$ cat config.mk
export PLATFORM = sky130hd
export DESIGN_NAME = narrow_gated_alu
export DESIGN_NICKNAME = d
export VERILOG_FILES = /design/src/rtl/nga_pkg.sv /design/src/rtl/nga_width_detect.sv /design/src/rtl/nga_lane.sv /design/src/rtl/nga_half_reg.sv /design/src/rtl/narrow_gated_alu.sv
export SDC_FILE = /design/constraint.sdc
export NUM_CORES = 1
export LEC_CHECK = 0
export CAP_MARGIN = 10
export CORE_AREA = 2 2 145 147
export CTS_CLUSTER_SIZE = 28
export DETAILED_ROUTE_END_ITERATION = 16
export DIE_AREA = 0 0 147 149
export HOLD_SLACK_MARGIN = 0.06
export REMOVE_ABC_BUFFERS = 1
export SYNTH_ARGS = -nofsm -noshare
export SYNTH_HDL_FRONTEND = slang
export SYNTH_SLANG_ARGS = --single-unit
$ cat constraint.sdc
create_clock -name clk -period 13.7 [get_ports clk]
set_input_delay 2.055 -clock clk [delete_from_list [all_inputs] [get_ports clk]]
set_output_delay 2.055 -clock clk [all_outputs]
set_load 0.01 [all_outputs]
$ cat src/rtl/nga_pkg.sv
// Package: shared operation codes for the narrow-operand gated ALU.
// Assumes a 3-bit opcode; codes not listed produce a zero result.
package nga_pkg;

    typedef enum logic [2:0] {
        OP_ADD = 3'd0,
        OP_SUB = 3'd1,
        OP_AND = 3'd2,
        OP_OR  = 3'd3,
        OP_XOR = 3'd4
    } alu_op_e;

    // True for the codes that use the adder.
    function automatic logic is_arith(input logic [2:0] op);
        return (op == OP_ADD) || (op == OP_SUB);
    endfunction

endpackage

$ cat src/rtl/nga_width_detect.sv
// Module: decides whether a full-width operand is a sign-extendable
// narrow value. Assumes NW <= DW; the top DW-NW+1 bits must all agree.
module nga_width_detect #(
    parameter int DW = 32,
    parameter int NW = 16
) (
    input  logic [DW-1:0] val,
    output logic          narrow
);
    localparam int TOP_BITS = DW - NW + 1;

    logic [TOP_BITS-1:0] top_part;

    // Flag the operand narrow when its upper bits are all copies of the sign.
    always_comb begin
        top_part = val[DW-1:NW-1];
        narrow   = (&top_part) | ~(|top_part);
    end
endmodule

$ cat src/rtl/nga_lane.sv
// Module: one W-bit ALU slice. The carry-in is supplied by the caller so
// slices can be chained (full width) or isolated (packed). Subtraction
// inverts b here; the caller supplies cin = 1 for the lowest slice.
module nga_lane #(
    parameter int W = 16
) (
    input  logic [W-1:0] a,
    input  logic [W-1:0] b,
    input  logic [2:0]   op,
    input  logic         cin,
    output logic [W-1:0] y
);
    import nga_pkg::*;

    logic [W-1:0] b_eff;
    logic [W-1:0] sum;

    // Adder path shared by add and subtract.
    always_comb begin
        b_eff = (op == OP_SUB) ? ~b : b;
        sum   = a + b_eff + {{(W-1){1'b0}}, cin};
    end

    // Select the slice result by operation code.
    always_comb begin
        case (alu_op_e'(op))
            OP_ADD, OP_SUB: y = sum;
            OP_AND:         y = a & b;
            OP_OR:          y = a | b;
            OP_XOR:         y = a ^ b;
            default:        y = '0;
        endcase
    end
endmodule

$ cat src/rtl/nga_half_reg.sv
// Module: one half-width operand register with a load enable. When the
// enable is low the register holds, which is the gating point for the
// half it feeds. Synchronous active-low reset.
module nga_half_reg #(
    parameter int W = 16
) (
    input  logic         clk,
    input  logic         rst_n,
    input  logic         en,
    input  logic [W-1:0] d,
    output logic [W-1:0] q
);
    // Load on enable, otherwise hold the previous operand.
    always_ff @(posedge clk) begin
        if (!rst_n)  q <= '0;
        else if (en) q <= d;
    end
endmodule

$ cat src/rtl/narrow_gated_alu.sv
// Module: narrow-operand gated ALU top.
// Stage 1 registers the operands split into two halves; the upper half
// is not loaded when both operands are narrow (or the packed upper lane
// is off). Stage 2 computes and registers the result. A gated add or
// subtract that overflows 16 bits is replayed once at full width, with
// the upper registers refilled from the lower-half sign bits.
// Assumes the source holds off new work while stall is high.
module narrow_gated_alu #(
    parameter int  LANE_W = 16,
    localparam int DW     = 2 * LANE_W
) (
    input  logic          clk,
    input  logic          rst_n,
    input  logic          in_valid,
    input  logic          in_pack,
    input  logic [1:0]    in_lanes,
    input  logic [2:0]    in_op,
    input  logic [DW-1:0] in_a,
    input  logic [DW-1:0] in_b,
    output logic [DW-1:0] out_data,
    output logic          out_valid,
    output logic          out_lo_valid,
    output logic          out_hi_valid,
    output logic          out_narrow,
    output logic          upper_gate,
    output logic          stall
);
    import nga_pkg::*;

    localparam int NLANE = 2;
    localparam int MSB   = LANE_W - 1;

    logic              a_narrow, b_narrow;
    logic              accept, lo_load, hi_load;

    logic              half_en [NLANE];
    logic [LANE_W-1:0] half_a_d [NLANE];
    logic [LANE_W-1:0] half_b_d [NLANE];
    logic [LANE_W-1:0] half_a_q [NLANE];
    logic [LANE_W-1:0] half_b_q [NLANE];
    logic              lane_cin [NLANE];
    logic [LANE_W-1:0] lane_y   [NLANE];

    logic              st_vld, st_pack, st_narrow;
    logic [1:0]        st_lanes;
    logic [2:0]        st_op;

    logic              lo_b_eff_msb, lo_cout, lo_ovf, fire;
    logic [DW-1:0]     result;

    // Width checks on the incoming operands.
    nga_width_detect #(.DW(DW), .NW(LANE_W)) u_det_a (.val(in_a), .narrow(a_narrow));
    nga_width_detect #(.DW(DW), .NW(LANE_W)) u_det_b (.val(in_b), .narrow(b_narrow));

    // Acceptance, gating decision and register load enables.
    always_comb begin
        accept     = in_valid & ~stall;
        upper_gate = accept & (in_pack ? ~in_lanes[1] : (a_narrow & b_narrow));
        lo_load    = accept & ~(in_pack & ~in_lanes[0]);
        hi_load    = (accept & ~upper_gate) | stall;
    end

    // Operand half inputs; on replay the upper half is rebuilt from the sign.
    always_comb begin
        half_en[0]  = lo_load;
        half_en[1]  = hi_load;
        half_a_d[0] = in_a[LANE_W-1:0];
        half_b_d[0] = in_b[LANE_W-1:0];
        half_a_d[1] = stall ? {LANE_W{half_a_q[0][MSB]}} : in_a[DW-1:LANE_W];
        half_b_d[1] = stall ? {LANE_W{half_b_q[0][MSB]}} : in_b[DW-1:LANE_W];
    end

    for (genvar g = 0; g < NLANE; g++) begin : g_half
        nga_half_reg #(.W(LANE_W)) u_ra (
            .clk(clk), .rst_n(rst_n), .en(half_en[g]),
            .d(half_a_d[g]), .q(half_a_q[g])
        );
        nga_half_reg #(.W(LANE_W)) u_rb (
            .clk(clk), .rst_n(rst_n), .en(half_en[g]),
            .d(half_b_d[g]), .q(half_b_q[g])
        );
        nga_lane #(.W(LANE_W)) u_lane (
            .a(half_a_q[g]), .b(half_b_q[g]), .op(st_op),
            .cin(lane_cin[g]), .y(lane_y[g])
        );
    end

    // Stage-1 control: capture on accept, drop the narrow mark on replay.
    always_ff @(posedge clk) begin
        if (!rst_n) begin
            st_vld    <= 1'b0;
            st_pack   <= 1'b0;
            st_narrow <= 1'b0;
            st_lanes  <= '0;
            st_op     <= '0;
        end else if (stall) begin
            st_narrow <= 1'b0;
        end else begin
            st_vld <= accept;
            if (accept) begin
                st_op     <= in_op;
                st_pack   <= in_pack;
                st_lanes  <= in_lanes;
                st_narrow <= ~in_pack & a_narrow & b_narrow;
            end
        end
    end

    // Lower-lane carry out and signed overflow, rebuilt from the MSB column.
    always_comb begin
        lo_b_eff_msb = (st_op == OP_SUB) ? ~half_b_q[0][MSB] : half_b_q[0][MSB];
        lo_cout      = (half_a_q[0][MSB] & lo_b_eff_msb)
                     | ((half_a_q[0][MSB] ^ lo_b_eff_msb) & ~lane_y[0][MSB]);
        lo_ovf       = (half_a_q[0][MSB] == lo_b_eff_msb)
                     & (lane_y[0][MSB] != half_a_q[0][MSB]);
        lane_cin[0]  = (st_op == OP_SUB);
        lane_cin[1]  = st_pack ? (st_op == OP_SUB) : lo_cout;
    end

    // Replay request and final result selection.
    always_comb begin
        stall = st_vld & st_narrow & is_arith(st_op) & lo_ovf;
        fire  = st_vld & ~stall;
        if (st_pack)
            result = {st_lanes[1] ? lane_y[1] : '0, st_lanes[0] ? lane_y[0] : '0};
        else if (st_narrow)
            result = {{LANE_W{lane_y[0][MSB]}}, lane_y[0]};
        else
            result = {lane_y[1], lane_y[0]};
    end

    // Stage-2 output register; flags are cleared when no result is issued.
    always_ff @(posedge clk) begin
        if (!rst_n) begin
            out_data     <= '0;
            out_valid    <= 1'b0;
            out_narrow   <= 1'b0;
            out_lo_valid <= 1'b0;
            out_hi_valid <= 1'b0;
        end else begin
            out_valid    <= fire;
            out_narrow   <= fire & st_narrow;
            out_lo_valid <= fire & st_pack & st_lanes[0];
            out_hi_valid <= fire & st_pack & st_lanes[1];
            if (fire) out_data <= result;
        end
    end
endmodule

==> results of run 1 <==
[kinds of logic (layout without fill, tap and decap cells)]
family                   Yosys count  count (layout)
adder cells (fa/ha/maj)           96              96
flip-flops                       108             108
AO/OA/AOI/OAI                    275             275
XOR/XNOR                          50              50
multiplexers                      45              45
buffers and inverters            143             221
AND/OR/NAND/NOR                  299             299
[cell usage in the layout (no fill, tap or decap), drive strengths merged, types with 6 or more instances in the layout]
master	instances
a22oi	15
ha	93
nand3b	6
mux2i	42
and3	7
nor2b	16
nand4	9
o21ai	94
nor4	9
a211oi	7
nor3	14
nand3	66
nor3b	9
inv	83
o21a	7
clkbuf	12
buf	15
a31oi	8
nor2	50
a21o	9
dfxtp	108
a222oi	8
a21oi	81
nand2	83
xnor2	41
xor2	9
clkdlybuf4s50	109
and2	13
[power breakdown]
group | switching, W | internal, W | total (W) | leakage (nW)
combinational | 0.000126 | 0.000111 | 0.000237 | 2.94
sequential | 0.0000200 | 0.000333 | 0.000353 | 0.887
clock | 0.000123 | 0.000139 | 0.000262 | 0.146
total | 0.000269 | 0.000583 | 0.000852 | 3.97
[cell type report]
| cell class | count | area (µm²) | share of cell area (%) |
|---|---|---|---|
| repair buffers | 124 | 1200 | 12.5 |
| inverters | 81 | 304 | 3.16 |
| clock buffers | 12 | 267 | 2.77 |
| well taps | 275 | 344 | 3.57 |
| flip-flops and latches | 108 | 2160 | 22.5 |
| multi-input cells | 765 | 5320 | 55.2 |
| clock inverters | 4 | 30.0 | 0.312 |
[worst reg2reg max path, cell delays in order (launching register included)]
cell and delay (ns):
dfxtp_1 0.31, or3b_2 0.92, xnor2_1 0.28, ha_1 0.38, a2111oi_2 0.49, a21oi_1 0.11, a21o_1 0.27, a21oi_1 0.33
xnor2_1 0.11, a21oi_1 0.36, a211oi_1 0.14, a21o_1 0.20, fa_1 0.45, fa_1 0.42, nor2b_1 0.19, o31ai_1 0.17
a2111o_1 0.43, a31oi_1 0.18, xor2_1 0.09, a222oi_1 0.23, o221a_2 0.25, nor2_1 0.04
[path summary, 6_finish.rpt]
kind,start,depth (start not counted),end,slack [ns]
max,st_op[2],12,upper_gate,6.82
min,out_data[8],2,out_data[8],0.46
max reg2reg,st_op[2],21,out_data[28],7.26
min reg2reg,out_data[8],2,out_data[8],0.46
[sequential cells by signal, indices dropped and copies added, names as in the netlist]
register and flops:
g_half.u_ra.q 32, g_half.u_rb.q 32, out_data 32, out_hi_valid 1, out_lo_valid 1, out_narrow 1, out_valid 1, st_lanes 2
st_narrow 1, st_op 3, st_pack 1, st_vld 1
[layer usage]
metal	routed length [µm]	vias up	global-route usage [%]
met3	816	22	2.94
met5	0	-	0
met4	349	0	5.05
met2	9860	150	33.7
met1	10600	3365	26.5
li1	-	3742	-
[metrics by stage]
stage	instances	util, %	setup WS (ns)	hold slack (ns)	total power (W)
after floorplan	954	-	6.97	0.449	0.000507
after global placement	1352	45.4	6.86	0.450	0.000593
after detailed placement	1352	45.4	6.84	0.457	0.000596
after CTS	1368	46.8	6.73	0.467	0.000861
after global routing	1369	46.8	6.44	0.503	0.000903
final	1369	46.8	6.82	0.462	0.000852
==> flow_summary_export.csv, run 1 <==
group,metric,value,unit
synth,synth_mux_area_share,5.63,%
sta,hold_viol_final,0,
drt,drc_errors,0,
die,io_pins,111,
clock_tree,post-cts-setup-buffers,0,
power,leakage,3.97,nW
layout,layout-area-overhead-vs-synth,19.4,%
setup_path,crit_arrival,4.83,ns
synth,synthFlopType,"dfxtp_1",
run_status,outcome,"finished, final reports clean",
synth,yosys_warnings,0,
synth,seq_area_frac_synth,26.8,%
grt,grtUsageTotal,19.8,%
clock_tree,cts_resized,0,
setup_path,critical_path_class,"flip-flop to output port",
clock_tree,h-tree-depth,3,
setup_path,critPathBufInv,2,
sta,slew_headroom,22.6,%
sta,setup_violations,0,
sta,slew_violations,0,
die,start_util,39.2,%
placement,dp_hpwl,15.9,mm
synth,synth_compound_area_share,21.2,%
synth,netlist_area,8060,µm²
drt,avgRoutedWirePerCell,15.8,µm
drt,initialDrtViolationCount,400,
synth,synthSimpleGateAreaFrac,18.3,%
synth,yosysMostFrequentCell,"dfxtp_1",
synth,synth_cell_types,67,
drt,vias_per_cell,5.32,
clock_tree,cts-root-buf,"clkbuf_16",
synth,async_reset_ff_share,0,%
synth,synth_top_area_cell,"dfxtp_1",
clock_tree,cts_buffers,9,
sta,max_freq,145,MHz
placement,globalplace.congestion,0.867,
sta,worst_pin_slew,1.16,ns
job,maxCapViolations,0,
synth,synth-xor-area-share,5.43,%
grt,overflow,0,
hold_path,hold_path_class,"flip-flop to flip-flop",
die,die-area,21900,µm²
clock_tree,cts_tree,"done",
layout,nets,1258,
die,die_h,149,µm
sta,grt_setup_unrepaired,"no",
sta,min_period,6.88,ns
grt,grt_max_degree,89,
setup_path,cp-start-kind,"flip-flop",
synth,synth_edf_count,0,
setup_path,worstPathMaxFanout,32,
synth,yosysTopAreaCellShare,26.8,%
synth,synthTopCellsByArea,"dfxtp_1, ha_1, mux2i_1",
die,fp.dieW,147,µm
setup_path,path_delay_family,"simple AND/OR/NAND/NOR gates",
drt,drtPass1Iterations,5,
layout,n_antenna_cell,0,
layout,drive_above_1_share,4.75,%
setup_path,cp_slowest_cell,"or3b_2",
grt,grt_pass1_wl,34.6,mm
grt,antenna_found_initial,0,
synth,synthCells,1016,
setup_path,cpPeakStageDelay,0.92,ns
grt,grt_pass1_vias,6748,
power,powerDensity,88.5,nW/µm²
placement,dpl_cell_area,9330,µm²
clock_tree,clkTransAtPathRegs,0.07,ns
drt,via_count,7279,
clock_tree,clockBufferDepth,2,
clock_tree,hold_buffers,0,
sta,finClkSkew,0.00645,ns
synth,avgSynthCellArea,7.93,µm²
sta,finalCritPeriodShare,50.2,%
synth,synth_top_family_by_area,"compound AO/OA/AOI/OAI gates",
setup_path,worstPathCellList,"or3b_2 > xnor2_1 > ha_1 > a21oi_2 > o21ai_1 > a2111o_1 > a211o_1 > o211ai_2 > buf_4 > nand2_1 > nor2_1 > clkdlybuf4s50_1",
clock_tree,clock_sinks,108,
power,vdd_drop_max,0.0000541,V
synth,synth_fa_ha_area_share,15.2,%
die,core,20600,µm²
synth,ys_seq_elements,108,
layout,nFillCells,2091,
die,core.rowCount,53,
clock_tree,clk_latency,0.36,ns
placement,port_buffers,110,
drt,antenna_left,0,
synth,synth_common_cells,"dfxtp_1, ha_1, nand2_1, inv_1, a21oi_1",
drt,routed_wl,21.6,mm
sta,tns,0,ns
setup_path,cp_data_required_time,11.64,ns
layout,finalInstanceArea,9630,µm²
setup_path,endpoint_kind,"output port",
Power figures use the tool's default switching activity.
==> inputs of run 2 (changes only) <==
Clock period 13.7 ns to 6.5 ns, I/O delays scaled along.
==> run 2 against run 1 <==
  * Final cell count unchanged
  * Sequential share of layout area barely moved
  * Setup slack lost 6.3 ns
  * Register-to-register slack lost 6.7 ns
  * Flip-flop and latch count unchanged
  * Core utilization about the same
  * Critical path depth increased by 9
  * Global-route usage rose by 0.29 points
  * Sequential power is 110% higher
  * Routed wire length increased by 1.4%
  * Clock power rose by 110%
  * Via count grew 0.25%
  * Largest cell class unchanged
==> flow_summary_export.csv, run 2 (synthesis results as in run 1) <==
group,metric,value,unit
drt,antenna_left,0,
setup_path,critPathBufInv,0,
sta,tns,0,ns
setup_path,worstPathMaxFanout,17,
sta,grt_setup_unrepaired,"no",
layout,reg_top3,"g_half.u_ra.q x32, g_half.u_rb.q x32, out_data x32",
power,leakage,3.97,nW
power,clock_power_share,30.5,%
grt,overflow,0,
power,switching_power,0.000575,W
clock_tree,cts-root-buf,"clkbuf_16",
clock_tree,cts_tree,"done",
drt,vias_per_cell,5.33,
sta,worst_pin_slew,1.10,ns
setup_path,path_delay_family,"compound AO/OA/AOI/OAI gates",
power,p_comb_share,27.9,%
placement,globalplace.congestion,0.878,
layout,nets,1258,
layout,mostFrequentLayoutCell,"clkdlybuf4s50_1",
clock_tree,h-tree-depth,3,
clock_tree,clkTransAtPathRegs,0.07,ns
setup_path,cpPeakStageDelay,0.55,ns
clock_tree,clock_sinks,108,
grt,grt_max_degree,91,
setup_path,rrSetupSlack,0.52,ns
clock_tree,cts_buffers,9,
hold_path,hold_path_class,"flip-flop to flip-flop",
layout,drive_above_1_share,4.75,%
grt,grt_pass1_vias,6820,
grt,grtUsageTotal,20.1,%
layout,stdcell_count,1369,
drt,drtPass1Iterations,5,
drt,via_count,7297,
layout,layout-area-overhead-vs-synth,19.4,%
power,p_seq_share,41.5,%
placement,dp_hpwl,15.9,mm
setup_path,cp-start-kind,"flip-flop",
layout,layout_common_cells,"clkdlybuf4s50_1, dfxtp_1, ha_1, nand2_1, inv_1",
setup_path,critical_path_class,"flip-flop to flip-flop",
sta,finalCritPeriodShare,92.0,%
setup_path,crit_arrival,6.23,ns
power,p_int,0.00122,W
grt,grt_pass1_wl,35.3,mm
sta,slew_headroom,26.2,%
die,core,20600,µm²
drt,avgRoutedWirePerCell,16.0,µm
die,fp.dieW,147,µm
sta,holdWs,0.460,ns
setup_path,cp_data_required_time,6.75,ns
layout,n_antenna_cell,0,
power,vdd_drop_max,0.000114,V
die,die_h,149,µm
layout,finalInstanceArea,9620,µm²
setup_path,endpoint_kind,"flip-flop",
sta,setup_violations,0,
clock_tree,clockBufferDepth,2,
sta,max_freq,167,MHz
power,switching_share,32.1,%
placement,placed_cells,1353,
job,maxCapViolations,0,
setup_path,worstPathCellList,"or3b_4 > xnor2_1 > ha_1 > a2111oi_2 > a21oi_1 > a21o_1 > a21oi_1 > xnor2_1 > a21oi_1 > a211oi_1 > a21o_1 > fa_1 > fa_1 > nor2b_1 > o31ai_1 > a2111o_1 > a31oi_1 > xor2_1 > a222oi_1 > o221a_2 > nor2_1",
placement,port_buffers,110,
sta,finClkSkew,0.00843,ns
sta,min_period,5.98,ns
layout,nFillCells,2075,
run_status,outcome,"finished, final reports clean",
setup_path,cp_slowest_cell,"or3b_4",
drt,drc_errors,0,
grt,antenna_found_initial,0,
clock_tree,post-cts-setup-buffers,0,
placement,dpl_cell_area,9330,µm²
layout,multi_input_area,5320,µm²
sta,slew_violations,0,
die,die-area,21900,µm²
die,start_util,39.2,%
die,io_pins,111,
drt,initialDrtViolationCount,417,
layout,seqCellArea,2160,µm²
setup_path,path_common_cell,"a21oi_1",
power,powerDensity,186,nW/µm²
clock_tree,clk_latency,0.36,ns
die,core.rowCount,53,
sta,hold_viol_final,0,
drt,routed_wl,22.0,mm
run 2: worst paths after layout:
kind	startpoint	to	depth (start not counted)
setup / recovery	st_op[2]	out_data[28]	21
hold / removal	out_data[8]	out_data[8]	2
setup reg to reg	st_op[2]	out_data[28]	21
hold reg to reg	out_data[8]	out_data[8]	2
run 2: routing by layer:
metal	wire [µm]	global-route usage, %	vias to the layer above	share of wire [%]
li1	-	-	3740	-
met2	10300	35.2	150	47
met3	885	3.03	17	4.0
met4	260	4.38	0	1.2
met5	0	0	-	0
met1	10500	26.3	3390	48
run 2: cell type report:
| type | count | area share [%] |
|---|---|---|
| multi-input cells | 765 | 55.3 |
| inverters | 81 | 3.16 |
| repair buffers | 124 | 12.5 |
| flip-flops and latches | 108 | 22.5 |
| clock inverters | 5 | 0.364 |
| clock buffers | 11 | 2.63 |
| well taps | 275 | 3.58 |
run 2: through the flow:
stage | setup WS [ns] | power (W) | utilization (%)
5_1_grt | 0.121 | 0.00189 | 46.8
3_5_place_dp | 0.364 | 0.00126 | 45.4
6_report | 0.523 | 0.00179 | 46.8
4_1_cts | 0.341 | 0.00181 | 46.8
2_1_floorplan | -0.226 | 0.00107 | -
3_3_place_gp | 0.529 | 0.00125 | 45.4
run 2: repair_timing:
item / 4_1_cts / 5_1_grt
resized for setup: 0 / 1
endpoints found under the setup margin: 0 / 2
hold buffers: 0 / 0
run 2: tightest hold or removal path: cells and delay by family, from the launching register on:
kind | cells | cell delay (ns)
compound gates | 1 | 0.05
simple gates | 1 | 0.05
flops | 1 | 0.31
run 2: power groups by stage:
stage / clock network, W / logic (W) / registers (W)
after floorplan: 0 / 0.000310 / 0.000759
after global placement: 0 / 0.000493 / 0.000759
after detailed placement: 0 / 0.000500 / 0.000759
after CTS: 0.000560 / 0.000503 / 0.000744
after global routing: 0.000581 / 0.000563 / 0.000750
final: 0.000547 / 0.000500 / 0.000744
